===== config.mk =====
export PLATFORM = sky130hd
export DESIGN_NAME = dma_regfile
export DESIGN_NICKNAME = d
export VERILOG_FILES = /design/src/rtl/dma_regs_pkg.sv /design/src/rtl/dma_port_decode.sv /design/src/rtl/dma_byte_ptr.sv /design/src/rtl/dma_reload_reg.sv /design/src/rtl/dma_ctrl_regs.sv /design/src/rtl/dma_regfile.sv
export SDC_FILE = /design/constraint.sdc
export NUM_CORES = 1
export LEC_CHECK = 0
export BUFFER_PORTS_ARGS = -buffer_cell sky130_fd_sc_hd__clkbuf_2
export CORE_MARGIN = 2
export CORE_UTILIZATION = 30
export DETAILED_ROUTE_END_ITERATION = 6
export PLACE_DENSITY = 0.52
export SETUP_SLACK_MARGIN = 0.15
export SYNTH_ARGS = -nofsm -noshare
export SYNTH_HDL_FRONTEND = slang
export SYNTH_SLANG_ARGS = --single-unit

===== constraint.sdc =====
create_clock -name clk -period 2.8 [get_ports clk]
set_input_delay 0.14 -clock clk [delete_from_list [all_inputs] [get_ports clk]]
set_output_delay 0.14 -clock clk [all_outputs]
set_load 0.01 [all_outputs]

===== src/rtl/dma_regs_pkg.sv =====
// Shared constants and the decoded-strobe type of the DMA register interface.
// Assumes a 4-bit port address; ports 0..7 are the per-channel byte ports.
package dma_regs_pkg;

    localparam logic [3:0] PORT_STAT_CMD  = 4'h8;
    localparam logic [3:0] PORT_REQ_NOP   = 4'h9;
    localparam logic [3:0] PORT_MASK_ONE  = 4'hA;
    localparam logic [3:0] PORT_MODE      = 4'hB;
    localparam logic [3:0] PORT_PTR_CLR   = 4'hC;
    localparam logic [3:0] PORT_MCLR_TMP  = 4'hD;
    localparam logic [3:0] PORT_RSVD_NOP  = 4'hE;
    localparam logic [3:0] PORT_MASK_ALL  = 4'hF;

    typedef struct packed {
        logic       ch_wr;        // write to ports 0..7
        logic       ch_rd;        // read of ports 0..7
        logic [1:0] ch_sel;       // channel of a channel-port access
        logic       is_len;       // count (1) or address (0) register
        logic       stat_rd;      // status read
        logic       cmd_wr;       // command write
        logic       mask_one_wr;  // single mask write
        logic       mode_wr;      // mode write
        logic       ptr_clr;      // byte-pointer clear
        logic       mclr;         // master clear
        logic       temp_rd;      // temporary byte read
        logic       mask_all_wr;  // all-mask write
    } port_strb_t;

endpackage


===== src/rtl/dma_port_decode.sv =====
// Port decoder: turns the address and the strobes into one-hot actions.
// Assumes rd and wr are never high together.
module dma_port_decode
    import dma_regs_pkg::*;
(
    input  logic [3:0]  addr,
    input  logic        rd,
    input  logic        wr,
    output port_strb_t  strb
);

    // Decode every port action from the address.
    always_comb begin
        strb             = '0;
        strb.ch_wr       = wr && !addr[3];
        strb.ch_rd       = rd && !addr[3];
        strb.ch_sel      = addr[2:1];
        strb.is_len      = addr[0];
        strb.stat_rd     = rd && (addr == PORT_STAT_CMD);
        strb.cmd_wr      = wr && (addr == PORT_STAT_CMD);
        strb.mask_one_wr = wr && (addr == PORT_MASK_ONE);
        strb.mode_wr     = wr && (addr == PORT_MODE);
        strb.ptr_clr     = wr && (addr == PORT_PTR_CLR);
        strb.mclr        = wr && (addr == PORT_MCLR_TMP);
        strb.temp_rd     = rd && (addr == PORT_MCLR_TMP);
        strb.mask_all_wr = wr && (addr == PORT_MASK_ALL);
    end

endmodule


===== src/rtl/dma_byte_ptr.sv =====
// Shared low/high byte pointer for the channel ports.
// Assumes one step strobe per access; clear takes priority over step.
module dma_byte_ptr (
    input  logic clk,
    input  logic rst_n,
    input  logic clr,
    input  logic step,
    output logic byte_hi
);

    // Flip on each channel access, return low on clear or reset.
    always_ff @(posedge clk) begin
        if (!rst_n || clr) begin
            byte_hi <= 1'b0;
        end else if (step) begin
            byte_hi <= !byte_hi;
        end
    end

endmodule


===== src/rtl/dma_reload_reg.sv =====
// One 16-bit channel value kept as a reload copy and a working copy.
// A processor byte write loads both copies; an engine update loads only
// the working copy and loses to a processor write in the same cycle.
// Assumes VW is exactly two bytes of DW.
module dma_reload_reg #(
    parameter int DW = 8,
    parameter int VW = 16
) (
    input  logic          clk,
    input  logic          rst_n,
    input  logic          clr,
    input  logic          wr_lo,
    input  logic          wr_hi,
    input  logic [DW-1:0] wdata,
    input  logic          upd_en,
    input  logic [VW-1:0] upd_val,
    output logic [VW-1:0] base,
    output logic [VW-1:0] cur
);

    // Reload copy: written only by the processor.
    always_ff @(posedge clk) begin
        if (!rst_n || clr) begin
            base <= '0;
        end else if (wr_lo) begin
            base[DW-1:0] <= wdata;
        end else if (wr_hi) begin
            base[VW-1:DW] <= wdata;
        end
    end

    // Working copy: processor byte write first, else engine update.
    always_ff @(posedge clk) begin
        if (!rst_n || clr) begin
            cur <= '0;
        end else if (wr_lo) begin
            cur[DW-1:0] <= wdata;
        end else if (wr_hi) begin
            cur[VW-1:DW] <= wdata;
        end else if (upd_en) begin
            cur <= upd_val;
        end
    end

endmodule


===== src/rtl/dma_ctrl_regs.sv =====
// Mask, mode, command, terminal-count and temporary-byte registers.
// Assumes NCH is 4 so that wdata[1:0] names a channel.
module dma_ctrl_regs #(
    parameter int NCH = 4,
    parameter int DW  = 8,
    parameter int MW  = 6
) (
    input  logic              clk,
    input  logic              rst_n,
    input  logic              mclr,
    input  logic              mask_one_wr,
    input  logic              mask_all_wr,
    input  logic              mode_wr,
    input  logic              cmd_wr,
    input  logic              stat_rd,
    input  logic [DW-1:0]     wdata,
    input  logic [NCH-1:0]    tc_set,
    input  logic              xfer_we,
    input  logic [DW-1:0]     xfer_data,
    output logic [NCH-1:0]    mask,
    output logic [NCH*MW-1:0] mode,
    output logic [DW-1:0]     command,
    output logic [NCH-1:0]    tc_q,
    output logic [DW-1:0]     temp
);

    logic [MW-1:0] mode_q [NCH];
    logic [1:0]    sel;

    assign sel = wdata[1:0];

    // Mask bits: set on clear, single-bit or all-bit update.
    always_ff @(posedge clk) begin
        if (!rst_n || mclr) begin
            mask <= '1;
        end else if (mask_one_wr) begin
            mask[sel] <= wdata[2];
        end else if (mask_all_wr) begin
            mask <= wdata[NCH-1:0];
        end
    end

    // Mode fields: upper bits of the byte to the selected channel.
    always_ff @(posedge clk) begin
        if (!rst_n || mclr) begin
            for (int i = 0; i < NCH; i++) begin
                mode_q[i] <= '0;
            end
        end else if (mode_wr) begin
            mode_q[sel] <= wdata[DW-1:DW-MW];
        end
    end

    // Command byte.
    always_ff @(posedge clk) begin
        if (!rst_n || mclr) begin
            command <= '0;
        end else if (cmd_wr) begin
            command <= wdata;
        end
    end

    // Terminal-count flags: cleared by a status read, new events kept.
    always_ff @(posedge clk) begin
        if (!rst_n || mclr) begin
            tc_q <= '0;
        end else begin
            tc_q <= (stat_rd ? '0 : tc_q) | tc_set;
        end
    end

    // Temporary byte: last datum reported by the engine.
    always_ff @(posedge clk) begin
        if (!rst_n || mclr) begin
            temp <= '0;
        end else if (xfer_we) begin
            temp <= xfer_data;
        end
    end

    for (genvar g = 0; g < NCH; g++) begin : g_mode_out
        assign mode[g*MW +: MW] = mode_q[g];
    end

endmodule


===== src/rtl/dma_regfile.sv =====
// Processor-side register file of a four-channel DMA controller.
// Decodes the byte ports, keeps the per-channel reload/working values and
// control registers, and returns read data combinationally while rd is high.
// Assumes single-cycle rd/wr strobes that never overlap, and NCH = 4.
module dma_regfile
    import dma_regs_pkg::*;
#(
    parameter int NCH = 4,
    parameter int DW  = 8,
    parameter int VW  = 16,
    parameter int MW  = 6
) (
    input  logic              clk,
    input  logic              rst_n,
    input  logic [3:0]        addr,
    input  logic [DW-1:0]     wdata,
    input  logic              rd,
    input  logic              wr,
    output logic [DW-1:0]     rdata,
    input  logic [NCH-1:0]    upd_en,
    input  logic [NCH*VW-1:0] upd_addr,
    input  logic [NCH*VW-1:0] upd_len,
    input  logic [NCH-1:0]    tc_set,
    input  logic [NCH-1:0]    dreq_pend,
    input  logic              xfer_we,
    input  logic [DW-1:0]     xfer_data,
    output logic [NCH*VW-1:0] base_addr,
    output logic [NCH*VW-1:0] cur_addr,
    output logic [NCH*VW-1:0] base_len,
    output logic [NCH*VW-1:0] cur_len,
    output logic [NCH*MW-1:0] mode,
    output logic [NCH-1:0]    mask,
    output logic [DW-1:0]     command
);

    port_strb_t     strb;
    logic           byte_hi;
    logic [NCH-1:0] tc_q;
    logic [DW-1:0]  temp;
    logic [VW-1:0]  cur_a [NCH];
    logic [VW-1:0]  cur_l [NCH];
    logic [VW-1:0]  rd_word;
    logic [DW-1:0]  rd_byte;

    dma_port_decode u_dec (
        .addr (addr),
        .rd   (rd),
        .wr   (wr),
        .strb (strb)
    );

    dma_byte_ptr u_ptr (
        .clk     (clk),
        .rst_n   (rst_n),
        .clr     (strb.ptr_clr || strb.mclr),
        .step    (strb.ch_wr || strb.ch_rd),
        .byte_hi (byte_hi)
    );

    for (genvar g = 0; g < NCH; g++) begin : g_chan
        logic hit_a;
        logic hit_l;

        assign hit_a = strb.ch_wr && (strb.ch_sel == 2'(g)) && !strb.is_len;
        assign hit_l = strb.ch_wr && (strb.ch_sel == 2'(g)) &&  strb.is_len;

        dma_reload_reg #(.DW(DW), .VW(VW)) u_addr (
            .clk     (clk),
            .rst_n   (rst_n),
            .clr     (strb.mclr),
            .wr_lo   (hit_a && !byte_hi),
            .wr_hi   (hit_a &&  byte_hi),
            .wdata   (wdata),
            .upd_en  (upd_en[g]),
            .upd_val (upd_addr[g*VW +: VW]),
            .base    (base_addr[g*VW +: VW]),
            .cur     (cur_addr[g*VW +: VW])
        );

        dma_reload_reg #(.DW(DW), .VW(VW)) u_len (
            .clk     (clk),
            .rst_n   (rst_n),
            .clr     (strb.mclr),
            .wr_lo   (hit_l && !byte_hi),
            .wr_hi   (hit_l &&  byte_hi),
            .wdata   (wdata),
            .upd_en  (upd_en[g]),
            .upd_val (upd_len[g*VW +: VW]),
            .base    (base_len[g*VW +: VW]),
            .cur     (cur_len[g*VW +: VW])
        );

        assign cur_a[g] = cur_addr[g*VW +: VW];
        assign cur_l[g] = cur_len[g*VW +: VW];
    end

    dma_ctrl_regs #(.NCH(NCH), .DW(DW), .MW(MW)) u_ctrl (
        .clk         (clk),
        .rst_n       (rst_n),
        .mclr        (strb.mclr),
        .mask_one_wr (strb.mask_one_wr),
        .mask_all_wr (strb.mask_all_wr),
        .mode_wr     (strb.mode_wr),
        .cmd_wr      (strb.cmd_wr),
        .stat_rd     (strb.stat_rd),
        .wdata       (wdata),
        .tc_set      (tc_set),
        .xfer_we     (xfer_we),
        .xfer_data   (xfer_data),
        .mask        (mask),
        .mode        (mode),
        .command     (command),
        .tc_q        (tc_q),
        .temp        (temp)
    );

    // Pick the working word and the byte the pointer names.
    always_comb begin
        rd_word = strb.is_len ? cur_l[strb.ch_sel] : cur_a[strb.ch_sel];
        rd_byte = byte_hi ? rd_word[VW-1:DW] : rd_word[DW-1:0];
    end

    // Read mux: channel byte, status, temporary byte, else zero.
    always_comb begin
        rdata = '0;
        if (strb.ch_rd) begin
            rdata = rd_byte;
        end else if (strb.stat_rd) begin
            rdata = DW'({dreq_pend, tc_q});
        end else if (strb.temp_rd) begin
            rdata = temp;
        end
    end

endmodule


== Yosys cells after proc, flatten, opt, wreduce, memory -nomap -nowiden ==
Memory sizes are Yosys's and may differ from the RTL's.
Index checks and enable logic that the tools add are counted.
Word-level totals
  register bits after elaboration: 281
  latch bits: 0
  memory bits (writable): 24
  memory bits (read-only): 0
  input port bits: 165
  logic and storage cells: 215
  memories kept: 1
Cells by class
  add/subtract/negate cells: 0
  multipliers: 0
  div/mod/pow operators: 0
  $lt $le $gt $ge: 3
  eq/ne operators: 17
  shift-type cells: 0
  muxes and demuxes: 57
  bitwise logic cells: 10
  reductions and logical operators: 90
Memory list
  u_ctrl.mode_q: depth 4, bits a word 6, rd ports 4, clocked after Yosys merged registers in 0, wr ports 4, line dma_ctrl_regs.sv:27  | logic [MW-1:0] mode_q [NCH];
Operators with widths (number)
  8-bit two-way mux: 28
  16-bit two-way mux: 13
  16-bit binary-select mux with 2-bit select: 2
  2-bit AND reduction: 24
  1-bit logical AND: 39
  2-bit nonzero test: 17
  4-bit equality test, second input constant: 6
  2-bit by 1-bit inequality test with 1-bit output, second input constant: 8
  4-bit two-way mux: 3
  1-bit NOT: 8
  1-bit two-way mux: 7
  6-bit two-way mux: 1
  6-bit OR reduction: 1
  4-bit bitwise mux: 1
  2-bit equality test, second input constant: 2
  1-bit zero test: 4
  1-bit logical OR: 4
  4-bit OR: 1
  3-bit greater-or-equal comparator, second input constant: 1
  2-bit by 3-bit < comparator with 1-bit output, second input constant: 1
  2-bit NOT with 3-bit output: 1
  1-bit demux with 2-bit select: 1
  2-bit by 1-bit equality test with 1-bit output, second input constant: 1
  2-bit by 1-bit greater-or-equal comparator with 1-bit output, second input constant: 1
  other kinds (2): 2

== Depth between registers and ports, before layout ==
  depth in word-level cells: 7
  gate-level depth with buffers: 8
  mapped depth without buffers: 4

== Cells and area by module ==
From an unflattened synthesis, not the netlist that was laid out.
Unflattened totals
  cells, all modules: 1406
  area, all modules: 14517.7 um^2
By module, submodules not included
  dma_reload_reg: instances 8, cells each 135, area each 1398.8 um^2
  dma_ctrl_regs: instances 1, cells each 160, area each 1829.3 um^2
  dma_regfile: instances 1, cells each 145, area each 1343.8 um^2
  dma_port_decode: instances 1, cells each 18, area each 112.6 um^2
  dma_byte_ptr: instances 1, cells each 3, area each 41.3 um^2

== Worst setup path after synthesis ==
No wires, ideal clock.
  path type: input to output
  from: input addr[2]
  to: output rdata[3]
  arrival: 1508 ps
  setup slack: 1152 ps
  cell stages on the path: 7
  path buffers: 3
  cell sequence: buf_2 buf_2 buf_2 mux4_2 o22ai_1 o22ai_1 a21o_1
On the way
  word-level cells in the longest chain between the ends: 7
  elaborated cells on any way between the ends: 16
  classes of those cells: 2 x eq/ne; 11 x mux; 1 x bitwise; 2 x reduce/logical
Ends and longest elaborated chain
  start, declared: line dma_regfile.sv:15  | input logic [3:0] addr,
  2-bit NOT with 3-bit output (implied by the code): line dma_regfile.sv:119  | rd_word = strb.is_len ? cur_l[strb.ch_sel] : cur_a[strb.ch_sel];
  16-bit binary-select mux with 2-bit select: line dma_regfile.sv:119
  16-bit two-way mux (implied by the code) (2 in a row): line dma_regfile.sv:119
  16-bit two-way mux: line dma_regfile.sv:119
  8-bit two-way mux: line dma_regfile.sv:120  | rd_byte = byte_hi ? rd_word[VW-1:DW] : rd_word[DW-1:0];
  8-bit two-way mux *: line dma_regfile.sv:126  | if (strb.ch_rd) begin
  end, declared: line dma_regfile.sv:19  | output logic [DW-1:0] rdata,
Mark *: on every way between the ends. The rest lies on a longest branch, timed or not. The select of a mux whose other input is x is not followed.

== Worst setup path after layout ==
  from: register u_ptr.byte_hi
  to: output rdata[2]
On the way
  word-level cells in the longest chain between the ends: 2
Ends and longest elaborated chain
  start, declared: line dma_byte_ptr.sv:8  | output logic byte_hi
  start signal, assigned: line dma_byte_ptr.sv:16  | byte_hi <= !byte_hi;
  8-bit two-way mux: line dma_regfile.sv:120
  8-bit two-way mux: line dma_regfile.sv:126
No other way between the ends.

==> metrics.txt <==
status completed; CP Launch Type flop; Detail Route Antenna Nets 0; FF-to-FF End g_chan[0].u_len.cur[5]; clk sink count 305; Core ar. 0.0419 sq mm; worst skew pair latency 550 ps; Placement Setup Slack 320 ps; Post-layout nets 2196; CTS Hold Bufs 141; die height 210 um; peak supply drop 0.365 mV; Worst-Margin Slew 1010 ps; total grt overflow 0; routed len/inst 23.9 um; final std cells w/o fill 2596; Setup TNS 0 ps; Residual DRC 0; Async S/R FF share, synth 0%; Synthesized Nets 1618; Port Buffers 464; GR Layer Usage met1 37.5%; HP Start rd; CTS tree done; number of global-route vias before repair 13299; initial antenna violation count 5; chip width 210 um; CP endpoint kind primary output; Mapped Area 0.0127 sq mm; number of synthesized flops with an enable pin 24; hold depth 4; Synth Flop Type dfxtp_1; Pwr Density 586 mW/mm^2; Hold/Removal Path Class input pin to flop; 1st-iter DRT viols 1190; Initial Util 30.3%; Leak 7.49 nW; Syn Inst Count 1453; DR pass1 iterations 6; largest cells by area after synthesis dfxtp_1 44%, nand2_1 12%, a31oi_1 6.4%, nand3_1 5.8%, edfxtp_1 5.7%; total power 10.6 mW; Post-CTS Setup Bufs 0; Area growth, synth to finish 42.4%; Worst Path Required 2660 ps; first-pass GRT wire length 88700 um; RD Place Congestion 0.908; sequential area share after synthesis 50.0%; grt met3 use 6.31%; std cell rows 75; period utilization 88.3%; f_max 405 MHz; Max Root-Sink Buffers 3; WHS Endpoint u_ptr.byte_hi; yosys warns 0; Final Max Slew Viols 0; final setup fails 0; # fillers 4172; CTS root buf clkbuf_16; share of layout cells above drive strength 1 30.8%; number of I/O pins 465; H-tree Lvls 2; final WL 62100 um; Avg Vias per Cell 5.37; syn_area_per_cell 8.74 sq um; GRT Util Overall 27.4%; final hold vios 0; Unique masters post-synth 57; Synth area leader dfxtp_1; cells resized by post-CTS repair 0; die footprint 0.0440 sq mm; Final WS setup 328 ps; max-cap violations 0; relative slew slack 32.9%; clk_skew 24.7 ps; CTS buffer count 35; Crit Path Category flop to primary output; pin count of the biggest net entering global routing 52; Synth Register Bits 305; Top Usage Layer GRT met2; Via Count 13949; Cells after DPL 2392; R2R depth 4; crit path DAT 2330 ps; Detailed Place HPWL 45500 um; Tmin final 2470 ps; clock transition at the registers of the reported paths 60 ps; reg2reg start u_ptr.byte_hi; met2 Usage GRT 41.8%; Yosys top cell area share 44.3%; Crit Path Max Fanout 21; r2r setup slk 810 ps; RSZ-0062 raised after global routing no
-- layout by cell type (no fill, tap or decap), types with 4 or more instances in the layout --
cell type        n
clkbuf_16       35
inv_2            7
dlygate4sd3_1  141
o21ai_2          6
dfxtp_1        281
a21boi_2         8
o21ai_0          8
nor3_2          10
nor2_1          46
o22ai_1          5
mux2_2           6
nand2_1        402
nand2b_1         4
a221oi_1         6
mux4_2          27
a31oi_1        129
mux2i_1         27
clkbuf_1        18
o21ai_1          5
buf_4           41
edfxtp_1        24
nor3_4           7
clkbuf_2       464
a21oi_1        140
buf_12           7
nand3_1        148
-- cells in the mapped netlist, drive strengths merged, types with 5 or more instances --
cell type and number:
o21ai 21, nand3 149, clkbuf 52, a221oi 6, inv 9, nor3 19
buf 60, a31oi 129, nor2 47, nand2b 6, mux2 7, o22ai 5
edfxtp 24, dfxtp 281, nand2 402, mux2i 27, a21oi 140, a21boi 8
mux4 27
-- report_power, final --
| group | switching [mW] | internal [mW] | total, mW |
|---|---|---|---|
| Combinational | 0.793 | 0.577 | 1.37 |
| Clock | 1.84 | 2.62 | 4.46 |
| Sequential | 0.200 | 4.56 | 4.76 |
| Total | 2.83 | 7.76 | 10.6 |
-- final cells by class --
cell class,count,area [sq um],area share (%)
Tap cell,539,674,3.73
Timing Repair Buffer,653,4180,23.1
Sequential cell,305,6350,35.1
Inverter,10,37.5,0.208
Clock inverter,6,106,0.588
Multi-Input combinational cell,1026,5770,31.9
Antenna cell,3,7.51,0.0415
Clock buffer,54,957,5.29
-- metal layers --
metal	up-vias	share of wire, %
li1	6329	-
met1	6693	43
met2	767	44
met3	156	8.8
met4	4	4.1
met5	-	0.053
-- worst max path at each step --
| stage | slack [ps] | end | from | cells after the start |
|---|---|---|---|---|
| 2_1_floorplan | 1150 | rdata[3] | addr[2] | 7 |
| 6_report | 330 | rdata[2] | u_ptr.byte_hi | 5 |
| 5_1_grt | 230 | rdata[5] | u_ptr.byte_hi | 5 |
| 3_3_place_gp | 340 | g_chan[1].u_addr.cur[5] | addr[1] | 6 |
| 3_5_place_dp | 320 | g_chan[1].u_addr.cur[11] | addr[1] | 6 |
| 4_1_cts | 330 | rdata[5] | u_ptr.byte_hi | 5 |
-- cells by family after synthesis --
family          Yosys count  share of synthesized area, %
simple gates            639                          22.3
buf+inv                 122                          4.56
mux                      61                          7.54
flops                   305                          50.0
compound gates          326                          15.6
-- worst max-delay path, cell delays in order, from the launching register on --
cell	delay (ps)
dfxtp_1	320
inv_2	470
nand2_1	240
o22ai_1	460
a221o_1	180
clkbuf_2	130
-- flip-flops by register name, indices dropped and copies added, names as in the netlist --
name / cells
g_chan.u_addr.base: 64
g_chan.u_addr.cur: 64
g_chan.u_len.base: 64
g_chan.u_len.cur: 64
u_ctrl.command: 8
u_ctrl.mask: 4
u_ctrl.mode_q: 24
u_ctrl.tc_q: 4
u_ctrl.temp: 8
u_ptr.byte_hi: 1
-- per-stage QoR --
step	hold slack, ps	utilization, %	cell area [sq um]
final	43.9	43.2	18100
after global routing	69.7	43.2	18100
after CTS	28.4	43.2	18100
after detailed placement	369	37.3	15600
after global placement	363	37.3	15600
after floorplan	257	-	12700
(Power assumes the default switching activity.)
